===== src/rtl/afq_pkg.sv =====
package afq_pkg;
    localparam int ADDR_W = 16;

    typedef logic [ADDR_W-1:0] addr_t;

    typedef struct packed {
        logic  valid;
        addr_t addr;
    } slot_t;

    typedef enum logic [1:0] {
        OP_IDLE = 2'd0,
        OP_TX   = 2'd1,
        OP_RM   = 2'd2
    } op_e;

    function automatic logic key_hit(slot_t s, addr_t key);
        return s.valid && (s.addr == key);
    endfunction
endpackage


===== src/rtl/afq_slot.sv =====
module afq_slot
    import afq_pkg::*;
(
    input  logic  clk,
    input  logic  rst,
    input  logic  shift_en,
    input  slot_t upper,
    input  logic  load_en,
    input  addr_t load_addr,
    input  addr_t key,
    output slot_t cur,
    output logic  hit
);
    always_ff @(posedge clk) begin
        if (rst) begin
            cur <= '0;
        end else if (load_en) begin
            cur <= '{valid: 1'b1, addr: load_addr};
        end else if (shift_en) begin
            cur <= upper;
        end
    end

    // empty slot never reports a match
    assign hit = key_hit(cur, key);
endmodule


===== src/rtl/afq_ctrl.sv =====
module afq_ctrl
    import afq_pkg::*;
(
    input  logic  clk,
    input  logic  rst,
    input  logic  tx_req,
    input  logic  head_valid,
    input  addr_t head_addr,
    input  logic  rm_valid,
    input  addr_t rm_addr,
    input  logic  rm_hit,
    output logic  tx_go,
    output logic  do_rm,
    output addr_t key,
    output logic  rm_busy,
    output logic  tx_free_valid,
    output addr_t tx_free_addr,
    output logic  rm_free_valid,
    output addr_t rm_free_addr,
    output logic  rm_miss
);
    logic  pend_v;
    addr_t pend_a;
    logic  active;
    op_e   op;

    assign active  = pend_v || rm_valid;
    assign key     = pend_v ? pend_a : rm_addr;
    assign rm_busy = pend_v;

    always_comb begin
        if (tx_req && head_valid) op = OP_TX;
        else if (active)          op = OP_RM;
        else                      op = OP_IDLE;
    end

    assign tx_go = (op == OP_TX);
    assign do_rm = (op == OP_RM);

    always_ff @(posedge clk) begin
        if (rst) begin
            pend_v        <= 1'b0;
            pend_a        <= '0;
            tx_free_valid <= 1'b0;
            tx_free_addr  <= '0;
            rm_free_valid <= 1'b0;
            rm_free_addr  <= '0;
            rm_miss       <= 1'b0;
        end else begin
            pend_v        <= active && tx_go;
            if (active && tx_go) pend_a <= key;
            tx_free_valid <= tx_go;
            if (tx_go) tx_free_addr <= head_addr;
            rm_free_valid <= do_rm && rm_hit;
            if (do_rm && rm_hit) rm_free_addr <= key;
            rm_miss       <= do_rm && !rm_hit;
        end
    end

    p_miss_excl_r5: assert property (@(posedge clk) disable iff (rst)
        !(rm_miss && rm_free_valid));

    p_defer_r6: assert property (@(posedge clk) disable iff (rst)
        (tx_req && head_valid && (rm_valid || rm_busy)) |=> rm_busy);

    p_busy_one_cycle_r6: assert property (@(posedge clk) disable iff (rst)
        (rm_busy && !(tx_req && head_valid)) |=> !rm_busy);
endmodule


===== src/rtl/afq_top.sv =====
module afq_top
    import afq_pkg::*;
#(
    parameter int DEPTH = 8,
    localparam int CNT_W = $clog2(DEPTH + 1)
) (
    input  logic              clk,
    input  logic              rst,
    input  logic              enq_valid,
    input  logic [ADDR_W-1:0] enq_addr,
    input  logic              tx_req,
    input  logic              rm_valid,
    input  logic [ADDR_W-1:0] rm_addr,
    output logic              head_valid,
    output logic [ADDR_W-1:0] head_addr,
    output logic              tx_free_valid,
    output logic [ADDR_W-1:0] tx_free_addr,
    output logic              rm_free_valid,
    output logic [ADDR_W-1:0] rm_free_addr,
    output logic              rm_miss,
    output logic              rm_busy,
    output logic [CNT_W-1:0]  count
);
    slot_t             slots [DEPTH+1];
    logic [DEPTH-1:0]  hit;
    logic [DEPTH-1:0]  behind;
    logic [DEPTH-1:0]  shift;
    logic              tx_go, do_rm, rm_hit, depart, load;
    addr_t             key;
    logic [CNT_W-1:0]  base;

    assign slots[DEPTH] = '0;

    afq_ctrl u_ctrl (
        .clk(clk), .rst(rst), .tx_req(tx_req),
        .head_valid(head_valid), .head_addr(head_addr),
        .rm_valid(rm_valid), .rm_addr(rm_addr), .rm_hit(rm_hit),
        .tx_go(tx_go), .do_rm(do_rm), .key(key), .rm_busy(rm_busy),
        .tx_free_valid(tx_free_valid), .tx_free_addr(tx_free_addr),
        .rm_free_valid(rm_free_valid), .rm_free_addr(rm_free_addr),
        .rm_miss(rm_miss)
    );

    // prefix OR: a slot shifts on removal if it or any slot nearer the head matched
    always_comb begin
        for (int i = 0; i < DEPTH; i++) begin
            behind[i] = hit[i] || ((i > 0) ? behind[(i > 0) ? i-1 : 0] : 1'b0);
            shift[i]  = tx_go || (do_rm && behind[i]);
        end
    end

    assign rm_hit = behind[DEPTH-1];
    assign depart = tx_go || (do_rm && rm_hit);
    assign base   = count - CNT_W'(depart);
    assign load   = enq_valid && (base < CNT_W'(DEPTH));

    for (genvar g = 0; g < DEPTH; g++) begin : g_slot
        afq_slot u_slot (
            .clk(clk), .rst(rst),
            .shift_en(shift[g]), .upper(slots[g+1]),
            .load_en(load && (base == CNT_W'(g))), .load_addr(enq_addr),
            .key(key), .cur(slots[g]), .hit(hit[g])
        );
    end

    always_ff @(posedge clk) begin
        if (rst) count <= '0;
        else     count <= base + CNT_W'(load);
    end

    assign head_valid = slots[0].valid;
    assign head_addr  = slots[0].addr;

    p_count_bound_r7: assert property (@(posedge clk) disable iff (rst)
        count <= CNT_W'(DEPTH));

    p_head_matches_count_r2: assert property (@(posedge clk) disable iff (rst)
        head_valid == (count != '0));

    p_tx_free_is_head_r3: assert property (@(posedge clk) disable iff (rst)
        (tx_req && head_valid) |=> (tx_free_valid && tx_free_addr == $past(head_addr)));

    p_miss_keeps_count_r5: assert property (@(posedge clk) disable iff (rst)
        (do_rm && !rm_hit && !enq_valid) |=> (count == $past(count)));

    for (genvar g = 0; g + 1 < DEPTH; g++) begin : g_chk
        p_contiguous_r2: assert property (@(posedge clk) disable iff (rst)
            slots[g+1].valid |-> slots[g].valid);
    end
endmodule


===== config.mk =====
export PLATFORM = sky130hd
export DESIGN_NAME = afq_top
export DESIGN_NICKNAME = d
export VERILOG_FILES = /design/src/rtl/afq_pkg.sv /design/src/rtl/afq_slot.sv /design/src/rtl/afq_ctrl.sv /design/src/rtl/afq_top.sv
export SDC_FILE = /design/constraint.sdc
export NUM_CORES = 1
export LEC_CHECK = 0
export BUFFER_PORTS_ARGS = -buffer_cell sky130_fd_sc_hd__buf_4
export CAP_MARGIN = 20
export CORE_MARGIN = 2
export CORE_UTILIZATION = 54
export DETAILED_ROUTE_END_ITERATION = 10
export GPL_ROUTABILITY_DRIVEN = 0
export PLACE_DENSITY_LB_ADDON = 0.1
export SYNTH_ARGS = -nofsm -noshare
export SYNTH_HDL_FRONTEND = slang
export SYNTH_SLANG_ARGS = --single-unit

===== constraint.sdc =====
create_clock -name clk -period 4.52 [get_ports clk]
set_input_delay 0.226 -clock clk [delete_from_list [all_inputs] [get_ports clk]]
set_output_delay 0.226 -clock clk [all_outputs]
set_load 0.05 [all_outputs]

======== Word-level counts from Yosys, hierarchy flattened ========
Index checks and enable logic that the tools add are counted.
storage, ports and cells
  output and inout port bits .............. 57
  bits in registers ....................... 192
cells by class
  muxes and demuxes ....................... 19
  reductions and logical operators ........ 54
  order comparisons ....................... 1
  eq/ne operators ......................... 17
  $add $sub $neg .......................... 2
operators with widths
  cell                                                                    number
  17-bit two-way mux                                                      16
  16-bit equality test                                                    8
  1-bit logical AND                                                       28
  4-bit by 3-bit equality test with 1-bit output (second input constant)  4
  1-bit logical OR                                                        16
  16-bit two-way mux                                                      1
  2-bit nonzero test                                                      8
  4-bit by 2-bit equality test with 1-bit output (second input constant)  2
  4-bit by 1-bit adder with 4-bit output                                  1
  4-bit by 1-bit equality test with 1-bit output (second input constant)  1
  4-bit logical NOT                                                       1
  4-bit less-than comparator (second input constant)                      1
  2-bit two-way mux                                                       2
  4-bit by 1-bit subtractor with 4-bit output                             1
  2-bit by 1-bit equality test with 1-bit output (second input constant)  1
  2-bit equality test (second input constant)                             1
  1-bit logical NOT                                                       1

======== Logic depth before layout (Yosys ltp) ========
Gate-level depths: netlist (run 1).
  depth in word-level cells ............... 17
  depth in mapped cells ................... 19
  mapped depth without buffers ............ 16

======== Hierarchy ========
From an unflattened synthesis (run 1), not the netlist that was laid out.
second synthesis, totals
  cells, all modules ...................... 1,194
  area total of the unflattened synthesis .. 10,055.9 um^2
by module, submodules not included
  module    cells each  seq. area each (um^2)  area an instance (um^2)  times used
  afq_slot  114         340.3                  940.9                    8
  afq_ctrl  223         1,041.0                2,062.0                  1
  afq_top   59          80.1                   466.7                    1

======== Worst setup path before layout (run 1) ========
OpenSTA, ideal clock, no wires.
  path kind ............................... register to register
  from .................................... register u_ctrl.pend_v (netlist: u_ctrl.rm_busy)
  to ...................................... register g_slot[6].u_slot.cur[10] (netlist name)
  setup time .............................. 59 ps
  arrival ................................. 4,570 ps
  required time ........................... 4,461 ps
  path slack .............................. -109 ps
  cell stages (with the launch flop) ...... 17
  period minus slack after synthesis ...... 4,629 ps
  path through ............................ dfxtp_1 buf_6 mux2i_4 xnor2_1 a2111oi_0 nand4_1 nand4_1 o31a_1 or2_2 ha_1 nor3b_1 xnor2_1 nand2_1 nor4_1 or3_1 buf_2 o221a_2
on the way
  word-level cells in the longest chain between the ends .. 17
ends and longest elaborated chain
  what                                                             RTL line        source
  from (decl)                                                      afq_ctrl.sv:22  logic pend_v;
  from (signal assigned)                                           afq_ctrl.sv:50  pend_v <= active && tx_go;
  16-bit two-way mux                                               afq_ctrl.sv:28  assign key = pend_v ? pend_a : rm_addr;
  16-bit equality test                                             afq_pkg.sv:18   return s.valid && (s.addr == key);
  1-bit logical AND                                                afq_pkg.sv:18
  1-bit logical OR (7 in series)                                   afq_top.sv:47   behind[i] = hit[i] || ((i > 0) ? behind[(i > 0) ? i-1 : 0] : 1'b0);
  1-bit logical AND                                                afq_top.sv:53   assign depart = tx_go || (do_rm && rm_hit);
  1-bit logical OR                                                 afq_top.sv:53
  4-bit by 1-bit subtractor with 4-bit output                      afq_top.sv:54   assign base = count - CNT_W'(depart);
  4-bit less-than comparator                                       afq_top.sv:55   assign load = enq_valid && (base < CNT_W'(DEPTH));
  1-bit logical AND                                                afq_top.sv:55
  1-bit logical AND                                                afq_top.sv:61   .load_en(load && (base == CNT_W'(g))), .load_addr(enq_addr),
  17-bit two-way mux / 2-bit nonzero test (equally long branches)  n/a
  to (signal assigned)                                             afq_slot.sv:18  cur <= '{valid: 1'b1, addr: load_addr};
  to (signal assigned)                                             afq_slot.sv:20  cur <= upper;
  to (decl)                                                        afq_slot.sv:11  output slot_t cur,
Several ways; a longest one is shown, not always the timed one.
A chain may end at the register's enable or synchronous reset.

======== Worst setup path after layout (run 1) ========
  from .................................... register u_ctrl.pend_v (netlist: u_ctrl.rm_busy)
  to ...................................... register g_slot[6].u_slot.cur[4] (netlist name)
The elaborated chain is that of the path after synthesis.

==> impl_metrics.toml, run 1 <==
[floorplan]
core_area_sq_um = 18600
dieWidth_microns = 141
die_area_sq_um = 20000
die_h_microns = 141
rows = 50
initial_core_util_pct = 54.8
pin_count = 94

[yosys]
syn-cell-area_sq_um = 10200
yosysWarningCount = 0
yosys_register_bits = 192
syn_area_per_cell_sq_um = 8.94
synth.net_count = 1180
ys.flop_type = "dfxtp_1"
synth-simple-area-share_pct = 16.8
seq_area_frac_synth_pct = 37.7
synth_edf_count = 0
synth_compound_area_share_pct = 15.4
synth_fa_ha_area_share_pct = 0.491
synth_xor_area_share_pct = 11.4
muxShareOfSynthArea_pct = 13.4
synth-async-reset-ratio_pct = 0
synth_top_family_by_area = "simple AND/OR/NAND/NOR gates"
syn_inst = 1139
ys_types = 49

[drt]
post_drt_wl_per_cell_microns = 21.5
drtAntennaViolNets = 0
remaining_drc_errors = 0
drt-total-wl_microns = 31600
avgViaCountPerCell = 6.10
dr.pass1.iters = 5
dr_total_vias = 8954
drt_iter0_drc = 711

[clock_network]
cts_tree = "built"
clk_latency_ns = 0.44
clock-sinks = 192
hold_buffers = 0
cts_buffer_depth = 2
cts_buffers = 17
cts_root_buffer = "clkbuf_16"
cts_htree_levels = 4
clk_pin_slew_ns = 0.07

[status]
status = "complete, no violations"

[timing]
maxSlewViolCount = 0
slew-limit-headroom_pct = 26.8
clock.fmax_ghz = 0.236
worst_slew_pin_slew_ns = 1.10
setup_violations = 0
period_needed_ns = 4.24
hold_violations = 0
skew_ns = 0.0111
rsz0062_at_grt = "no"
tns_ns = 0
timing.hold.ws_ns = 0.0431
period_share_pct = 93.8

[flow_run]
maxCapViolCount = 0

[placement]
io_buffers = 93
place_area_sq_um = 11100
dpl.hpwl_microns = 23000

[pwr]
p_per_area_nw_per_um2 = 506
vdd_ir_drop_max_v = 0.000308
total_power_mw = 6.04
p_leak_nw = 4.57

[finish]
syn2layout_area_growth_pct = 17.3
diodes = 0
ff_latch_area_sq_um = 3850
drive_above_1_share_pct = 19.3
design_area_sq_um = 12000
multi_input_area_sq_um = 5920
filler_cell_count = 1575
nNetsFinal = 1262

[setup_path]
worstPathRequired_ns = 4.80
critPathKind = "reg2reg"
crit_path_start_kind = "register"
critPathMaxFanout = 14
cp.arrival_ns = 4.52
cp-end-kind = "register"

[global_routing]
grt_antenna_before_repair = 0
grt_pass1_wl_microns = 48700
grt-ovfl-total = 0
grtUsageTotal_pct = 31.5
grt_max_degree = 97
grt_pass1_vias = 8393

[min_path]
hold_class = "in2reg"
## placed cells by master (no fill, tap or decap), types with 17 or more instances in the layout
master and instances:
o21ai_0 48, buf_4 144, clkbuf_16 17, nand3_1 27, nand4_1 21, inv_1 26
mux2i_1 109, a211oi_1 76, nor2_1 115, a21oi_1 23, xnor2_1 131, nor4_1 49
nand2_1 90, dfxtp_1 191
## logic make-up after synthesis
kind of cell	Yosys count
simple gates	362
compound gates	212
flops	192
xor+xnor	133
mux	122
buf+inv	114
fa+ha+maj	4
## synthesized netlist by cell type, types with 11 or more instances
| library cell | count | area share, % |
|---|---|---|
| nor2_1 | 117 | 4.3 |
| o221a_2 | 12 | 1.3 |
| inv_1 | 26 | 0.96 |
| nand3_1 | 27 | 1.3 |
| dfxtp_1 | 192 | 38 |
| nand4_1 | 21 | 1.3 |
| nor4_1 | 50 | 3.1 |
| nor3_1 | 11 | 0.54 |
| buf_2 | 13 | 0.64 |
| and2_1 | 16 | 0.98 |
| mux2i_1 | 110 | 11 |
| xnor2_1 | 132 | 11 |
| nand3b_1 | 11 | 0.81 |
| clkbuf_1 | 52 | 1.9 |
| nand2_1 | 93 | 3.4 |
| a211oi_1 | 76 | 5.6 |
| a21oi_1 | 24 | 1.2 |
| o21ai_0 | 50 | 2.5 |
| mux2i_4 | 11 | 2.4 |
## per-stage QoR
stage / worst slack [ns] / cells / util (%)
2_1_floorplan: -0.00786 / 1139 / -
3_3_place_gp: 0.0847 / 1414 / 59.8
3_5_place_dp: -0.0294 / 1415 / 59.9
4_1_cts: 0.0332 / 1453 / 63.4
5_1_grt: 0.0218 / 1468 / 64.3
6_report: 0.279 / 1468 / 64.3
## area by class of cell
type / count / area share [%]
Clock buffer: 18 / 3.59
Clock inverter: 14 / 1.28
Inverter: 26 / 0.816
Multi-Input combinational cell: 833 / 49.5
Sequential cell: 192 / 32.2
Tap cell: 234 / 2.45
Timing Repair Buffer: 151 / 10.1
## what timing repair did
action / 4_1_cts / 5_1_grt
pin swaps: 0 / 1
resized for setup: 2 / 9
buffers inserted: 6 / 14
endpoints found under the setup margin: 26 / 132
## critical path: stages, from the launching register on
cell and delay [ns]:
dfxtp_4 0.45, buf_12 0.20, mux2i_4 0.39, buf_4 0.22, xnor2_1 0.11, or4_1 0.48, nor4_1 0.37, o31a_1 0.20
or2_2 0.13, ha_1 0.16, nor3b_2 0.20, xnor2_1 0.19, nand2_2 0.17, nor4_4 0.31, nor3_1 0.08, buf_4 0.17
a22oi_1 0.13, a31oi_1 0.10
## routing by layer
metal | track usage (%) | vias to the layer above | part of all wire [%]
li1 | - | 4243 | -
met1 | 42.1 | 4237 | 42
met2 | 51.8 | 409 | 47
met3 | 5.06 | 65 | 7.4
met4 | 11.7 | 0 | 2.9
met5 | 0 | - | 0
## power by group
part / internal, mW / switching [mW] / leakage [nW] / total (mW)
Combinational: 0.867 / 1.30 / 2.73 / 2.17
Clock: 0.825 / 0.709 / 0.280 / 1.53
Sequential: 1.97 / 0.367 / 1.56 / 2.34
## flip-flops by register name, indices dropped and copies added, names as in the netlist
name and count:
count 4, u_ctrl.rm_busy 1, u_ctrl.rm_free_addr 16, u_ctrl.tx_free_addr 16, u_ctrl.pend_a 16, u_ctrl.rm_miss 1
u_ctrl.tx_free_valid 1, g_slot.u_slot.cur 136, u_ctrl.rm_free_valid 1
## final timing paths
check | startpoint | to | slack (ns) | depth (start not counted)
setup / recovery | u_ctrl.rm_busy | g_slot[6].u_slot.cur[4] | 0.28 | 17
hold / removal | rm_addr[5] | u_ctrl.pend_a[5] | 0.04 | 3
setup reg to reg | u_ctrl.rm_busy | g_slot[6].u_slot.cur[4] | 0.28 | 17
hold reg to reg | u_ctrl.tx_free_addr[3] | u_ctrl.tx_free_addr[3] | 0.46 | 2
Power figures use the tool's default switching activity.
==> run 2: changes to the inputs <==
--- a/config.mk
+++ b/config.mk
@@ -12,6 +12,7 @@
 export DETAILED_ROUTE_END_ITERATION = 10
 export GPL_ROUTABILITY_DRIVEN = 0
 export PLACE_DENSITY_LB_ADDON = 0.1
+export RECOVER_POWER = 50
 export SYNTH_ARGS = -nofsm -noshare
 export SYNTH_HDL_FRONTEND = slang
 export SYNTH_SLANG_ARGS = --single-unit
==> run 2 against run 1 <==
Effect of this change: global-route usage unchanged; critical path depth unchanged; clock power about the same; largest power group unchanged; worst setup slack got worse by 0.036 ns; non-clock buffer count unchanged; die area unchanged; final area decreased by 2.2%; combinational power decreased by 3%.
==> impl_metrics.toml, run 2 (same netlist as run 1, synthesis figures left out) <==
[global_routing]
grt_antenna_before_repair = 0
grt_pass1_wl_microns = 48700
grt-ovfl-total = 0
grt_max_degree = 97
grt.busiest_layer = "met2"
use_met3_pct = 5.06
grt_pass1_vias = 8393
met2_usage_pct = 51.8
use_met1_pct = 42.1
grtUsageTotal_pct = 31.5

[timing]
tns_ns = 0
worst_slew_pin_slew_ns = 1.45
period_share_pct = 94.6
hold_violations = 0
setup_violations = 0
timing.hold.ws_ns = 0.0412
skew_ns = 0.0108
clock.fmax_ghz = 0.234
period_needed_ns = 4.28
setup_slack_ns = 0.243
rsz0062_at_grt = "no"
maxSlewViolCount = 0
slew-limit-headroom_pct = 3.24

[clock_network]
clk_pin_slew_ns = 0.07
cts_buffer_depth = 2
clk_latency_ns = 0.44
cts_htree_levels = 4
cts_root_buffer = "clkbuf_16"
cts_tree = "built"
clock-sinks = 192
cts_buffers = 17

[floorplan]
initial_core_util_pct = 54.8
core_area_sq_um = 18600
rows = 50
pin_count = 94
die_area_sq_um = 20000
dieWidth_microns = 141
die_h_microns = 141

[pwr]
combPwrFrac_pct = 35.3
vdd_ir_drop_max_v = 0.000309
p_per_area_nw_per_um2 = 512
p_leak_nw = 4.32
p_sw_mw = 2.38
total_power_mw = 5.98
clkPwrFrac_pct = 25.6
pwr-share-seq_pct = 39.1
netSwitchingFraction_pct = 39.7
internal-power_mw = 3.60

[setup_path]
crit_path_start_kind = "register"
cp-end-kind = "register"
critPathMaxFanout = 14
worstPathRequired_ns = 4.80
cp.arrival_ns = 4.56
r2r_cells = 17
critPathKind = "reg2reg"

[finish]
design_area_sq_um = 11700
final_cell_mix = "dfxtp_1, xnor2_1, nor2_1"
fin_util_pct = 62.9
final_common_cell = "dfxtp_1"
nNetsFinal = 1262
fin_cells = 1468
diodes = 0
largest-register = "g_slot.u_slot.cur"
drive_above_1_share_pct = 13.9
largest_register_ffs = 136
syn2layout_area_growth_pct = 14.8

[drt]
drt-total-wl_microns = 31700
remaining_drc_errors = 0
drtAntennaViolNets = 0
dr_total_vias = 8977
dr.pass1.iters = 5
post_drt_wl_per_cell_microns = 21.6
avgViaCountPerCell = 6.12
drt_iter0_drc = 790

[placement]
io_buffers = 93
dpl.hpwl_microns = 23000
dp_cells = 1415
place_area_sq_um = 11100
dp_worst_setup_slack_ns = -0.0294

[min_path]
hold_class = "in2reg"
whs_path_depth = 3

[flow_run]
maxCapViolCount = 0

[status]
status = "complete, no violations"
==> run 2: worst max-delay path: stages (launching register included) <==
cell and delay, ns:
dfxtp_4 0.45, buf_12 0.20, mux2i_4 0.39, buf_4 0.22, xnor2_1 0.10, or4_1 0.47
nor4_1 0.36, o31a_1 0.20, or2_2 0.13, ha_1 0.16, nor3b_2 0.23, xnor2_1 0.20
nand2_2 0.17, nor4_4 0.31, nor3_1 0.08, buf_4 0.18, a22oi_1 0.14, a31oi_1 0.10
==> run 2: what timing repair did <==
item,4_1_cts,5_1_grt
buffers inserted,6,14
pin swaps,0,1
hold endpoints to repair,0,0
endpoints found under the setup margin,26,132
hold buffers,0,0
gates resized for setup,2,9
==> run 2: area by class of cell <==
| type | count | area, sq um |
|---|---|---|
| tap | 234 | 293 |
| sequential | 192 | 3850 |
| multi-input combinational | 833 | 5880 |
| clock inverter | 14 | 153 |
| fill | 1652 | 6890 |
| clock buffer | 18 | 429 |
| inverter | 26 | 97.6 |
| timing repair buffer | 151 | 990 |
==> run 2: final timing paths <==
| check | start | end | slack [ns] |
|---|---|---|---|
| worst max-delay path | u_ctrl.rm_busy | g_slot[6].u_slot.cur[4] | 0.24 |
| worst min-delay path | rm_addr[5] | u_ctrl.pend_a[5] | 0.04 |
| worst max register to register | u_ctrl.rm_busy | g_slot[6].u_slot.cur[4] | 0.24 |
| worst min register to register | u_ctrl.tx_free_addr[4] | u_ctrl.tx_free_addr[4] | 0.45 |
==> run 2: power by group through the flow <==
stage	combinational [mW]	sequential (mW)	clock, mW
finish	2.11	2.34	1.53
global route	2.28	2.37	1.60
global placement	2.05	2.36	0
detailed placement	2.07	2.37	0
CTS	2.10	2.33	1.55
floorplan	1.35	2.47	0
==> run 2: layer usage <==
metal  wire length, microns  vias up
met2                  14900      403
li1                       -     4244
met4                    967        0
met1                  13600     4254
met5                      0        -
met3                   2220       76
